===== src/rtl/dma_ctrl_pkg.sv =====
package dma_ctrl_pkg;

    localparam int CH_W  = 4;
    localparam int WID_W = 3;

    localparam int POS_RUN  = 0;
    localparam int POS_SRST = 1;
    localparam int POS_IERR = 12;
    localparam int POS_IDON = 13;
    localparam int POS_WID  = 16;
    localparam int POS_CH   = 19;

    localparam logic [CH_W-1:0]  DEF_CHANS = CH_W'(2);
    localparam logic [WID_W-1:0] DEF_WIDTH = WID_W'(2);
    localparam logic             DEF_IDON  = 1'b1;
    localparam logic             DEF_IERR  = 1'b0;
    localparam logic [WID_W-1:0] MAX_WCODE = WID_W'(4);

    typedef enum logic [1:0] {
        ST_HALT  = 2'd0,
        ST_RUN   = 2'd1,
        ST_DRAIN = 2'd2,
        ST_SRST  = 2'd3
    } chan_state_t;

    function automatic logic chans_ok(input logic [CH_W-1:0] v, input int max_ch);
        return (v != '0) && !v[0] && (int'(v) <= 8) && (int'(v) <= max_ch);
    endfunction

endpackage


===== src/rtl/dma_ctrl_fsm.sv =====
module dma_ctrl_fsm
    import dma_ctrl_pkg::*;
(
    input  logic        clk,
    input  logic        rst_n,
    input  logic        run_q,
    input  logic        srst_wr,
    input  logic        dp_busy,
    output chan_state_t state,
    output logic        halted,
    output logic        srst_active,
    output logic        srst_done
);

    chan_state_t state_nx;

    always_comb begin
        state_nx = state;
        if (srst_wr) begin
            state_nx = ST_SRST;
        end else begin
            unique case (state)
                ST_HALT:  if (run_q)    state_nx = ST_RUN;
                ST_RUN:   if (!run_q)   state_nx = ST_DRAIN;
                ST_DRAIN: if (!dp_busy) state_nx = ST_HALT;
                ST_SRST:  if (!dp_busy) state_nx = ST_HALT;
                default:                state_nx = ST_HALT;
            endcase
        end
    end

    always_ff @(posedge clk or negedge rst_n) begin
        if (!rst_n) state <= ST_HALT;
        else        state <= state_nx;
    end

    always_comb begin
        halted      = (state == ST_HALT);
        srst_active = (state == ST_SRST);
        srst_done   = (state == ST_SRST) && !dp_busy;
    end

endmodule


===== src/rtl/dma_ctrl_fields.sv =====
module dma_ctrl_fields
    import dma_ctrl_pkg::*;
#(
    parameter int MAX_CH = 8
) (
    input  logic             clk,
    input  logic             rst_n,
    input  logic             wr,
    input  logic [CH_W-1:0]  w_chans,
    input  logic [WID_W-1:0] w_width,
    input  logic             w_idon,
    input  logic             w_ierr,
    input  logic             w_srst,
    input  logic             w_run,
    input  logic             srst_active,
    input  logic             srst_done,
    output logic [CH_W-1:0]  chans,
    output logic [WID_W-1:0] width,
    output logic             ien_done,
    output logic             ien_err,
    output logic             run_q
);

    logic take;
    assign take = wr && !srst_active;

    always_ff @(posedge clk or negedge rst_n) begin
        if (!rst_n) begin
            chans    <= DEF_CHANS;
            width    <= DEF_WIDTH;
            ien_done <= DEF_IDON;
            ien_err  <= DEF_IERR;
            run_q    <= 1'b0;
        end else if (srst_done) begin
            chans    <= DEF_CHANS;
            width    <= DEF_WIDTH;
            ien_done <= DEF_IDON;
            ien_err  <= DEF_IERR;
            run_q    <= 1'b0;
        end else if (take && w_srst) begin
            run_q <= 1'b0;
        end else if (take) begin
            if (chans_ok(w_chans, MAX_CH)) chans <= w_chans;
            if (w_width <= MAX_WCODE)      width <= w_width;
            ien_done <= w_idon;
            ien_err  <= w_ierr;
            run_q    <= w_run;
        end
    end

endmodule


===== src/rtl/dma_ctrl_irq.sv =====
module dma_ctrl_irq #(
    parameter int NSRC = 2
) (
    input  logic            clk,
    input  logic            rst_n,
    input  logic            clr_all,
    input  logic [NSRC-1:0] set,
    input  logic [NSRC-1:0] ack,
    input  logic [NSRC-1:0] en,
    output logic            irq
);

    logic [NSRC-1:0] flag;

    for (genvar i = 0; i < NSRC; i++) begin : g_src
        always_ff @(posedge clk or negedge rst_n) begin
            if (!rst_n)      flag[i] <= 1'b0;
            else if (clr_all) flag[i] <= 1'b0;
            else if (set[i])  flag[i] <= 1'b1;
            else if (ack[i])  flag[i] <= 1'b0;
        end
    end

    assign irq = |(flag & en);

endmodule


===== src/rtl/dma_ctrl_reg.sv =====
module dma_ctrl_reg
    import dma_ctrl_pkg::*;
#(
    parameter int MAX_CH = 8
) (
    input  logic        clk,
    input  logic        rst_n,
    input  logic        reg_wr,
    input  logic [31:0] reg_wdata,
    output logic [31:0] reg_rdata,
    input  logic        dp_busy,
    input  logic        dp_period_done,
    input  logic        dp_error,
    input  logic        ack_done,
    input  logic        ack_err,
    output logic        ctl_run,
    output logic        ctl_srst,
    output logic [3:0]  ctl_chans,
    output logic [2:0]  ctl_width,
    output logic        ctl_ien_done,
    output logic        ctl_ien_err,
    output logic        halted,
    output logic        irq
);

    chan_state_t state;
    logic        run_q, srst_active, srst_done, srst_wr;
    logic        unused_wbits;

    assign srst_wr      = reg_wr && reg_wdata[POS_SRST] && (state != ST_SRST);
    assign unused_wbits = ^{reg_wdata[31:23], reg_wdata[15:14], reg_wdata[11:2]};

    dma_ctrl_fsm u_fsm (
        .clk         (clk),
        .rst_n       (rst_n),
        .run_q       (run_q),
        .srst_wr     (srst_wr),
        .dp_busy     (dp_busy),
        .state       (state),
        .halted      (halted),
        .srst_active (srst_active),
        .srst_done   (srst_done)
    );

    dma_ctrl_fields #(.MAX_CH(MAX_CH)) u_fields (
        .clk         (clk),
        .rst_n       (rst_n),
        .wr          (reg_wr),
        .w_chans     (reg_wdata[POS_CH +: CH_W]),
        .w_width     (reg_wdata[POS_WID +: WID_W]),
        .w_idon      (reg_wdata[POS_IDON]),
        .w_ierr      (reg_wdata[POS_IERR]),
        .w_srst      (reg_wdata[POS_SRST]),
        .w_run       (reg_wdata[POS_RUN]),
        .srst_active (srst_active),
        .srst_done   (srst_done),
        .chans       (ctl_chans),
        .width       (ctl_width),
        .ien_done    (ctl_ien_done),
        .ien_err     (ctl_ien_err),
        .run_q       (run_q)
    );

    dma_ctrl_irq #(.NSRC(2)) u_irq (
        .clk     (clk),
        .rst_n   (rst_n),
        .clr_all (srst_done),
        .set     ({dp_error, dp_period_done}),
        .ack     ({ack_err, ack_done}),
        .en      ({ctl_ien_err, ctl_ien_done}),
        .irq     (irq)
    );

    assign ctl_run  = run_q && !srst_active;
    assign ctl_srst = srst_active;

    always_comb begin
        reg_rdata                     = '0;
        reg_rdata[POS_CH +: CH_W]     = ctl_chans;
        reg_rdata[POS_WID +: WID_W]   = ctl_width;
        reg_rdata[POS_IDON]           = ctl_ien_done;
        reg_rdata[POS_IERR]           = ctl_ien_err;
        reg_rdata[POS_SRST]           = srst_active;
        reg_rdata[POS_RUN]            = run_q;
    end

endmodule


===== config.mk =====
export PLATFORM = sky130hd
export DESIGN_NAME = dma_ctrl_reg
export DESIGN_NICKNAME = d
export VERILOG_FILES = /design/src/rtl/dma_ctrl_pkg.sv /design/src/rtl/dma_ctrl_fsm.sv /design/src/rtl/dma_ctrl_fields.sv /design/src/rtl/dma_ctrl_irq.sv /design/src/rtl/dma_ctrl_reg.sv
export SDC_FILE = /design/constraint.sdc
export NUM_CORES = 1
export LEC_CHECK = 0
export BUFFER_PORTS_ARGS = -buffer_cell sky130_fd_sc_hd__buf_2
export CAP_MARGIN = 20
export CORE_AREA = 2 2 56 58
export CTS_CLUSTER_SIZE = 40
export DETAILED_ROUTE_END_ITERATION = 12
export DIE_AREA = 0 0 58 60
export PLACE_DENSITY_LB_ADDON = 0.12
export REMOVE_ABC_BUFFERS = 1
export SYNTH_ARGS = -nofsm -noshare
export SYNTH_HDL_FRONTEND = slang
export SYNTH_SLANG_ARGS = --single-unit

===== constraint.sdc =====
create_clock -name clk -period 1.5 [get_ports clk]
set_input_delay 0.3 -clock clk [delete_from_list [all_inputs] [get_ports clk]]
set_output_delay 0.3 -clock clk [all_outputs]
set_load 0.01 [all_outputs]

==> results of run 1 <==
## final timing paths
check                                     to  slack [ns]  cells after the start
setup / recovery                     ctl_run        0.06                      4
hold / removal             u_fields.chans[1]        0.23                      3
setup reg to reg           u_fields.chans[3]        0.08                      4
hold reg to reg            u_fields.width[2]        0.51                      1
max in group asynchronous  u_fields.ien_done        0.72                      2
min in group asynchronous     u_fields.run_q        0.48                      2
## sequential cells by signal, indices dropped and copies added, names as in the netlist
name,count
u_irq.flag,2
u_fields.chans,4
u_fields.ien_err,1
u_fields.ien_done,1
u_fields.width,3
u_fields.run_q,1
u_fsm.state,2
## area by class of cell
| type | instances | share of cell area (%) |
|---|---|---|
| Multi-Input combinational cell | 69 | 34.9 |
| Sequential cell | 14 | 32.7 |
| Clock buffer | 4 | 3.35 |
| Timing Repair Buffer | 47 | 23.1 |
| Inverter | 6 | 2.08 |
| Tap cell | 33 | 3.82 |
## per-layer routing
metal,GRT usage [%],wire length (µm),up-vias
li1,-,-,356
met4,4.98,22,0
met3,3.03,157,2
met2,18.3,875,36
met1,11.9,778,317
met5,0,0,-
## worst max-delay path: stages (launching register included)
cell	delay, ns
dfrtp_1	0.39
buf_4	0.16
nand2_4	0.07
and2_1	0.12
buf_2	0.12
## timing repair
item	in CTS	in global routing
setup endpoints to repair	1	6
hold buffers	1	0
pin swaps	0	2
endpoints found under the hold margin	11	0
resized for setup	1	3
## logic make-up after synthesis
family	share of synthesized area, %
AO/OA/AOI/OAI	8.70
XOR/XNOR	0.951
buffers and inverters	30.3
flip-flops	38.5
multiplexers	5.43
other	0.407
AND/OR/NAND/NOR	15.8
## cell usage in the layout (no fill, tap or decap), drive strengths merged, types with 3 or more instances in the layout
cell type  netlist  layout
mux2i            5       5
conb             1      21
a21oi            4       4
nor2            10      10
dfstp            3       3
dfrtp           11      11
nand2            7       7
nor3             3       3
inv              6       6
buf             34      46
o21ai            4       4
clkbuf           0       4
## power groups by stage
| stage | clock (mW) | sequential [mW] | combinational, mW |
|---|---|---|---|
| 2_1_floorplan | 0 | 0.790 | 0.319 |
| 3_3_place_gp | 0 | 0.671 | 0.855 |
| 3_5_place_dp | 0 | 0.674 | 0.855 |
| 4_1_cts | 0.290 | 0.668 | 0.867 |
| 5_1_grt | 0.301 | 0.690 | 0.974 |
| 6_report | 0.270 | 0.665 | 0.878 |
## metrics by stage
step | TNS (ns) | worst slack, ns | power, mW | area [µm²]
floorplan | 0 | 0.0588 | 1.11 | 739
detailed placement | 0 | 0.0163 | 1.53 | 1020
global placement | 0 | 0.0180 | 1.53 | 1020
finish | 0 | 0.0636 | 1.81 | 1080
global route | -0.0216 | -0.0119 | 1.96 | 1080
CTS | 0 | 0.0344 | 1.82 | 1070
==> results_dict.tcl, run 1 <==
set metrics [dict create \
    pin_count 85 \
    grt_pass1_wl_um 2700 \
    first_global_vias 577 \
    setup_viol 0 \
    p_switching_uw 710 \
    cts_sinks 14 \
    final-max-slew-violation-count 0 \
    drive_gt1_share_pct 41.4 \
    synth_cell_types 26 \
    p_int_mw 1.10 \
    drt-total-wl_um 1830 \
    diodes 0 \
    post-cts-setup-buffer-count 0 \
    yosysMostFrequentCell "buf_4" \
    finClkSkew_ns 0.00306 \
    gr-usage-all-layers_pct 10.6 \
    multi_input_area_um2 378 \
    first_pass_iters 2 \
    syn_inst 103 \
    ys.flop_type "dfrtp_1" \
    outcome "completed" \
    synth_top_cell_area_share_pct 29.9 \
    core_um2 2900 \
    cts.htree.levels 1 \
    yosysTopAreaCell "dfrtp_1" \
    postSynthAreaPerCell_um2 8.94 \
    path_class "flop to output port" \
    drc 0 \
    min-delay-path-class "input pin to flop" \
    synth-edff-count 0 \
    grt_max_degree 15 \
    cp_max_fo 6 \
    synthTopCellsByArea "dfrtp_1, buf_4, dfstp_2, mux2i_1, nor2_1" \
    clk_latency_ns 0.27 \
    cp.arrival_ns 1.14 \
    synth_common_cells "buf_4, dfrtp_1, nor2_1" \
    maxCapViolCount 0 \
    required_ns 1.20 \
    endpoint_kind "output port" \
    pwr-share-clk_pct 14.9 \
    rsz0062_at_grt "yes" \
    nets 181 \
    seq_area_frac_synth_pct 38.5 \
    path_clk_slew_ns 0.09 \
    gp_congestion 0.696 \
    ctsLongestPathBuffers 2 \
    numCtsBuffers 3 \
    grt-ovfl-total 0 \
    min_period_ns 1.44 \
    antenna_left 0 \
    place.port_buffers 42 \
    fin_cells 173 \
    drtIter0Drc 11 \
    worstMarginPinSlew_ns 0.536 \
    die_area_um2 3480 \
    critPathLaunchType "flop" \
    root_buffer "clkbuf_4" \
    vdd_drop_max_uv 740 \
    swShare_pct 39.1 \
    hp-start "reg_wdata[20]" \
    die_x_um 58 \
    ys_seq_elements 14 \
    period_share_pct 95.8 \
    pwr-share-seq_pct 36.7 \
    max_clock_freq_mhz 696 \
    cts_tree "yes" \
    timing.rr.start "u_fsm.state[1]" \
    cellPowerDensity_nw_per_um2 1670 \
    die_y_um 60 \
    layout-area-overhead-vs-synth_pct 17.5 \
    num_vias 711 \
    whs_ns 0.232 \
    crit_start "u_fsm.state[1]" \
    slew_headroom_pct 64.1 \
    dp_cells 168 \
    synth_area_um2 921 \
    register_area_um2 354 \
    synth-async-reset-ratio_pct 100 \
    vias_per_cell 4.11 \
    antenna_found_initial 0 \
    p_leak_nw 0.611 \
    rows 20 \
    wl_per_cell_um 10.6 \
    final_util_pct 37.3 \
    dpl.hpwl_um 1380 \
    yosys_warnings 0 \
    fillers 315 \
    final-hold-violation-count 0 \
    start_util_pct 31.7 \
    pwr-share-comb_pct 48.4 \
]
No activity file was read; power rests on OpenSTA's default activity.
==> run 2: changes to the inputs <==
--- a/config.mk
+++ b/config.mk
@@ -11,6 +11,7 @@
 export CTS_CLUSTER_SIZE = 40
 export DETAILED_ROUTE_END_ITERATION = 12
 export DIE_AREA = 0 0 58 60
+export MAX_ROUTING_LAYER = met4
 export PLACE_DENSITY_LB_ADDON = 0.12
 export REMOVE_ABC_BUFFERS = 1
 export SYNTH_ARGS = -nofsm -noshare
==> run 2 against run 1 <==
Non-clock buffer count unchanged. Routed wire length is the same. Die area stayed put. Critical path depth unchanged. Count of clock-buffer cells in the layout did not move. Utilization is the same. First-iteration DRC count is 27% lower. Fmax barely moved. Combinational power about the same. Critical endpoint unchanged. Largest power group unchanged. Highest routed layer unchanged.
==> results_dict.tcl, run 2 (same netlist as run 1, synthesis figures left out) <==
set metrics [dict create \
    outcome "completed" \
    rsz0062_at_grt "yes" \
    maxCapViolCount 0 \
    rows 20 \
    drt-total-wl_um 1830 \
    endpoint_kind "output port" \
    final-max-slew-violation-count 0 \
    slowest_stage "dfrtp_1" \
    max_stage_delay_ns 0.39 \
    die_x_um 58 \
    diodes 0 \
    ctsLongestPathBuffers 2 \
    first_global_vias 579 \
    whs_ns 0.233 \
    grt_max_degree 15 \
    post-cts-setup-buffer-count 0 \
    grt_pass1_wl_um 2700 \
    gr-usage-all-layers_pct 10.9 \
    p_switching_uw 710 \
    cts_tree "yes" \
    die_area_um2 3480 \
    p_int_mw 1.10 \
    pwr-share-clk_pct 14.9 \
    pwr-share-seq_pct 36.7 \
    start_util_pct 31.7 \
    pin_count 85 \
    min-delay-path-class "input pin to flop" \
    clk_latency_ns 0.27 \
    gp_congestion 0.703 \
    root_buffer "clkbuf_4" \
    vias_per_cell 4.13 \
    vdd_drop_max_uv 741 \
    antenna_left 0 \
    nets 181 \
    layout-area-overhead-vs-synth_pct 17.5 \
    cellPowerDensity_nw_per_um2 1670 \
    period_share_pct 95.9 \
    grt-ovfl-total 0 \
    numCtsBuffers 3 \
    crit_chain "buf_4 > nand2_4 > and2_1 > buf_2" \
    setup_viol 0 \
    min_period_ns 1.44 \
    critPathTopFamily "flip-flops" \
    cp.arrival_ns 1.14 \
    pre_cts_ws_ns 0.0163 \
    final-hold-violation-count 0 \
    drt-met1-wl_um 782 \
    mostFrequentLayoutCell "buf_2" \
    cp_max_fo 6 \
    drtIter0Drc 8 \
    p_leak_nw 0.611 \
    antenna_found_initial 0 \
    topRoutingLayerUsed "met4" \
    drive_gt1_share_pct 41.4 \
    place.port_buffers 42 \
    cts_sinks 14 \
    die_y_um 60 \
    finClkSkew_ns 0.00426 \
    layout_common_cells "buf_2, conb_1, dfrtp_1, nor2_1" \
    critPathLaunchType "flop" \
    met2_length_um 876 \
    required_ns 1.20 \
    swShare_pct 39.2 \
    dpl.hpwl_um 1380 \
    slew_headroom_pct 64.1 \
    largest_register_ffs 4 \
    path_class "flop to output port" \
    max_clock_freq_mhz 696 \
    worstMarginPinSlew_ns 0.536 \
    pwr-share-comb_pct 48.4 \
    setup_slack_ns 0.0622 \
    drc 0 \
    dr_wl_met3_um 155 \
    num_vias 714 \
    core_um2 2900 \
    cts.htree.levels 1 \
    max_flop_register "u_fields.chans" \
    wl_per_cell_um 10.6 \
    path_clk_slew_ns 0.09 \
    crit_buf_inv 2 \
    first_pass_iters 2 \
    largest_registers "u_fields.chans x4, u_fields.width x3" \
    final_util_pct 37.3 \
]
## run 2: cell counts in the layout (fill, tap and decap cells not counted)
Identical to the previous run, type by type.
## run 2: cell type report
type,instances,area [µm²]
well taps,33,41.3
repair buffers,47,250
flip-flops and latches,14,354
inverters,6,22.5
clock buffers,4,36.3
multi-input cells,69,378
fillers,315,1820
## run 2: timing repair
item,4_1_cts,5_1_grt
setup endpoints to repair,1,6
resized for setup,1,3
endpoints found under the hold margin,11,0
hold buffers,1,0
pin swaps,0,2
## run 2: path summary, 6_finish.rpt
path | startpoint | end | slack [ns] | cells after the start
setup / recovery | u_fsm.state[1] | ctl_run | 0.06 | 4
hold / removal | reg_wdata[20] | u_fields.chans[1] | 0.23 | 3
setup reg to reg | u_fsm.state[1] | u_fields.chans[3] | 0.08 | 4
hold reg to reg | u_fields.width[2] | u_fields.width[2] | 0.51 | 1
max in group asynchronous | rst_n | u_fields.ien_done | 0.72 | 2
min in group asynchronous | rst_n | u_fields.run_q | 0.48 | 2
## run 2: worst register-to-register path: stages (launching register included)
cell and delay [ns]:
dfrtp_1 0.39, a21bo_1 0.20, or2_4 0.25, nor3_4 0.29
mux2i_1 0.22
## run 2: through the flow
step / TNS, ns / total power, mW / std cells / instance area, µm²
finish: 0 / 1.81 / 173 / 1080
global route: -0.0216 / 1.96 / 173 / 1080
CTS: 0 / 1.82 / 173 / 1070
detailed placement: 0 / 1.53 / 168 / 1020
global placement: 0 / 1.53 / 168 / 1020
floorplan: 0 / 1.11 / 89 / 739
## run 2: power groups by stage
| stage | sequential, mW | clock (mW) | combinational [mW] |
|---|---|---|---|
| after floorplan | 0.790 | 0 | 0.319 |
| after global placement | 0.671 | 0 | 0.855 |
| after detailed placement | 0.674 | 0 | 0.855 |
| after CTS | 0.668 | 0.290 | 0.867 |
| after global routing | 0.690 | 0.301 | 0.974 |
| final | 0.665 | 0.270 | 0.878 |
## run 2: layer usage
layer,vias up,global-route usage [%]
li1,355,-
met3,2,2.81
met5,-,-
met1,319,12.1
met4,0,4.98
met2,38,18.3
==> run 3: changes to the inputs <==
--- a/config.mk
+++ b/config.mk
@@ -5,12 +5,13 @@
 export SDC_FILE = /design/constraint.sdc
 export NUM_CORES = 1
 export LEC_CHECK = 0
+export ABC_AREA = 1
 export BUFFER_PORTS_ARGS = -buffer_cell sky130_fd_sc_hd__buf_2
 export CAP_MARGIN = 20
-export CORE_AREA = 2 2 56 58
+export CORE_AREA = 2 2 57 59
 export CTS_CLUSTER_SIZE = 40
 export DETAILED_ROUTE_END_ITERATION = 12
-export DIE_AREA = 0 0 58 60
+export DIE_AREA = 0 0 59 61
 export MAX_ROUTING_LAYER = met4
 export PLACE_DENSITY_LB_ADDON = 0.12
 export REMOVE_ABC_BUFFERS = 1
==> run 3 against run 2 <==
Clock power decreased by 18%. Combinational power grew 5.6%. Die area up 3.4%. Non-clock buffer count decreased by 3. Largest cell class unchanged.
==> results_dict.tcl, run 3 <==
set metrics [dict create \
    max_stage_delay_ns 0.54 \
    diodes 0 \
    drt-total-wl_um 1720 \
    final-hold-violation-count 0 \
    vdd_drop_max_uv 407 \
    die_area_um2 3600 \
    largest_registers "u_fields.chans x4, u_fields.width x3" \
    core_um2 2950 \
    yosysTopAreaCell "dfrtp_1" \
    pwr-share-comb_pct 50.8 \
    yosys_warnings 0 \
    pin_count 85 \
    outcome "completed" \
    tns_ns 0 \
    max_flop_register "u_fields.chans" \
    num_vias 765 \
    synth-edff-count 0 \
    period_share_pct 95.2 \
    grt_max_degree 15 \
    path_clk_slew_ns 0.08 \
    max_clock_freq_mhz 700 \
    rows 20 \
    crit_buf_inv 2 \
    cts_tree "yes" \
    postSynthAreaPerCell_um2 7.99 \
    vias_per_cell 4.05 \
    cellPowerDensity_nw_per_um2 1680 \
    rsz0062_at_grt "no" \
    endpoint_kind "output port" \
    yosysMostFrequentCell "buf_4" \
    start_util_pct 32.8 \
    root_buffer "clkbuf_4" \
    largest_register_ffs 4 \
    fillers 334 \
    p_switching_uw 785 \
    pwr-share-clk_pct 12.1 \
    min_period_ns 1.43 \
    min-delay-path-class "input pin to flop" \
    antenna_found_initial 0 \
    layout_common_cells "buf_2, conb_1, nand2_1, inv_1, dfrtp_1" \
    final-max-slew-violation-count 0 \
    syn_inst 121 \
    clk_latency_ns 0.27 \
    place.port_buffers 42 \
    first_global_vias 677 \
    synth_common_cells "buf_4, nand2_1, inv_1" \
    critPathTopFamily "flip-flops" \
    maxCapViolCount 0 \
    grt-ovfl-total 0 \
    hold_depth 3 \
    crit_cells 3 \
    ys.flop_type "dfrtp_1" \
    reg2reg_depth 7 \
    path_class "flop to output port" \
    seq_area_frac_synth_pct 36.6 \
    finClkSkew_ns 0.000435 \
    drtIter0Drc 8 \
    ys_seq_elements 14 \
    gp_congestion 0.790 \
    required_ns 1.20 \
    synth-async-reset-ratio_pct 100 \
    grt_pass1_wl_um 2860 \
    cts_sinks 14 \
    swShare_pct 43.0 \
    numCtsBuffers 3 \
    drive_gt1_share_pct 38.5 \
    hp-start "dp_period_done" \
    slowest_stage "dfstp_2" \
    setup_viol 0 \
    cts.htree.levels 1 \
    dpl.hpwl_um 1400 \
    cp.arrival_ns 1.13 \
    critPathLaunchType "flop" \
    timing.rr.start "u_fsm.state[1]" \
    gr-usage-all-layers_pct 10.8 \
    pwr-share-seq_pct 37.1 \
    p_leak_nw 0.665 \
    layout-area-overhead-vs-synth_pct 12.3 \
    synthTopCellsByArea "dfrtp_1, buf_4, dfstp_2, nand2_1, inv_1" \
    first_pass_iters 4 \
    pre_cts_ws_ns 0.168 \
    synth_cell_types 23 \
    ctsLongestPathBuffers 2 \
    drc 0 \
    nets 197 \
    synth_top_cell_area_share_pct 28.5 \
    crit_start "u_fields.ien_done" \
    die_y_um 61 \
    synth_area_um2 967 \
    setup_slack_ns 0.0719 \
    wl_per_cell_um 9.11 \
    antenna_left 0 \
    p_int_mw 1.04 \
    die_x_um 59 \
    mostFrequentLayoutCell "buf_2" \
    crit_chain "inv_1 > o22ai_1 > buf_2" \
    cp_max_fo 2 \
]
-- run 3: cell type report --
| cell class | count | area [µm²] | area share, % |
|---|---|---|---|
| multi-input cells | 77 | 373 | 34.3 |
| flip-flops and latches | 14 | 354 | 32.6 |
| repair buffers | 44 | 228 | 21.0 |
| inverters | 17 | 63.8 | 5.88 |
| well taps | 33 | 41.3 | 3.80 |
| clock buffers | 4 | 26.3 | 2.42 |
-- run 3: cell families (layout without fill, tap and decap cells) --
logic type | after synthesis | count (layout) | synth area share (%)
simple gates | 44 | 44 | 22.4
other cells | 1 | 21 | 0.388
flops | 14 | 14 | 36.6
compound gates | 12 | 12 | 8.02
buf+inv | 50 | 65 | 32.6
-- run 3: metrics by stage --
stage | total power, mW | hold WS [ns] | instance area [µm²] | util, % | cells
after floorplan | 1.22 | 0.00441 | 791 | - | 108
after global placement | 1.61 | 0.221 | 1040 | 35.3 | 183
after detailed placement | 1.61 | 0.222 | 1040 | 35.3 | 183
after CTS | 1.85 | 0.232 | 1080 | 36.5 | 188
after global routing | 2.03 | 0.241 | 1090 | 36.8 | 189
final | 1.82 | 0.241 | 1090 | 36.8 | 189
-- run 3: tightest hold or removal path: cells and delay by family --
kind            cells  cell delay (ns)
buf+inv             2             0.12
compound gates      1             0.07
-- run 3: routing by layer --
metal / vias up / global-route usage, % / routed length [µm]
met5: - / - / 0
met4: 0 / 4.87 / 23
met3: 2 / 2.13 / 134
met2: 35 / 17.5 / 815
met1: 337 / 13.1 / 748
li1: 391 / - / -
-- run 3: path summary, 6_finish.rpt --
| check | to | slack (ns) |
|---|---|---|
| max | irq | 0.07 |
| max in group asynchronous | u_fields.width[1] | 0.77 |
| min in group asynchronous | u_fields.run_q | 0.44 |
| min reg2reg | u_fields.width[1] | 0.47 |
| min | u_irq.flag[0] | 0.24 |
| max reg2reg | u_fields.width[0] | 0.17 |
-- run 3: timing repair --
| item | CTS | global route |
|---|---|---|
| hold buffers | 1 | 0 |
| setup endpoints to repair | 0 | 3 |
| hold endpoints to repair | 11 | 0 |
| gates resized for setup | 0 | 1 |
| buffers inserted | 0 | 1 |
-- run 3: power groups by stage --
| stage | clock (mW) | sequential [mW] | combinational, mW |
|---|---|---|---|
| finish | 0.221 | 0.676 | 0.927 |
| global route | 0.253 | 0.705 | 1.07 |
| CTS | 0.235 | 0.685 | 0.927 |
| detailed placement | 0 | 0.691 | 0.923 |
| global placement | 0 | 0.685 | 0.922 |
| floorplan | 0 | 0.799 | 0.426 |
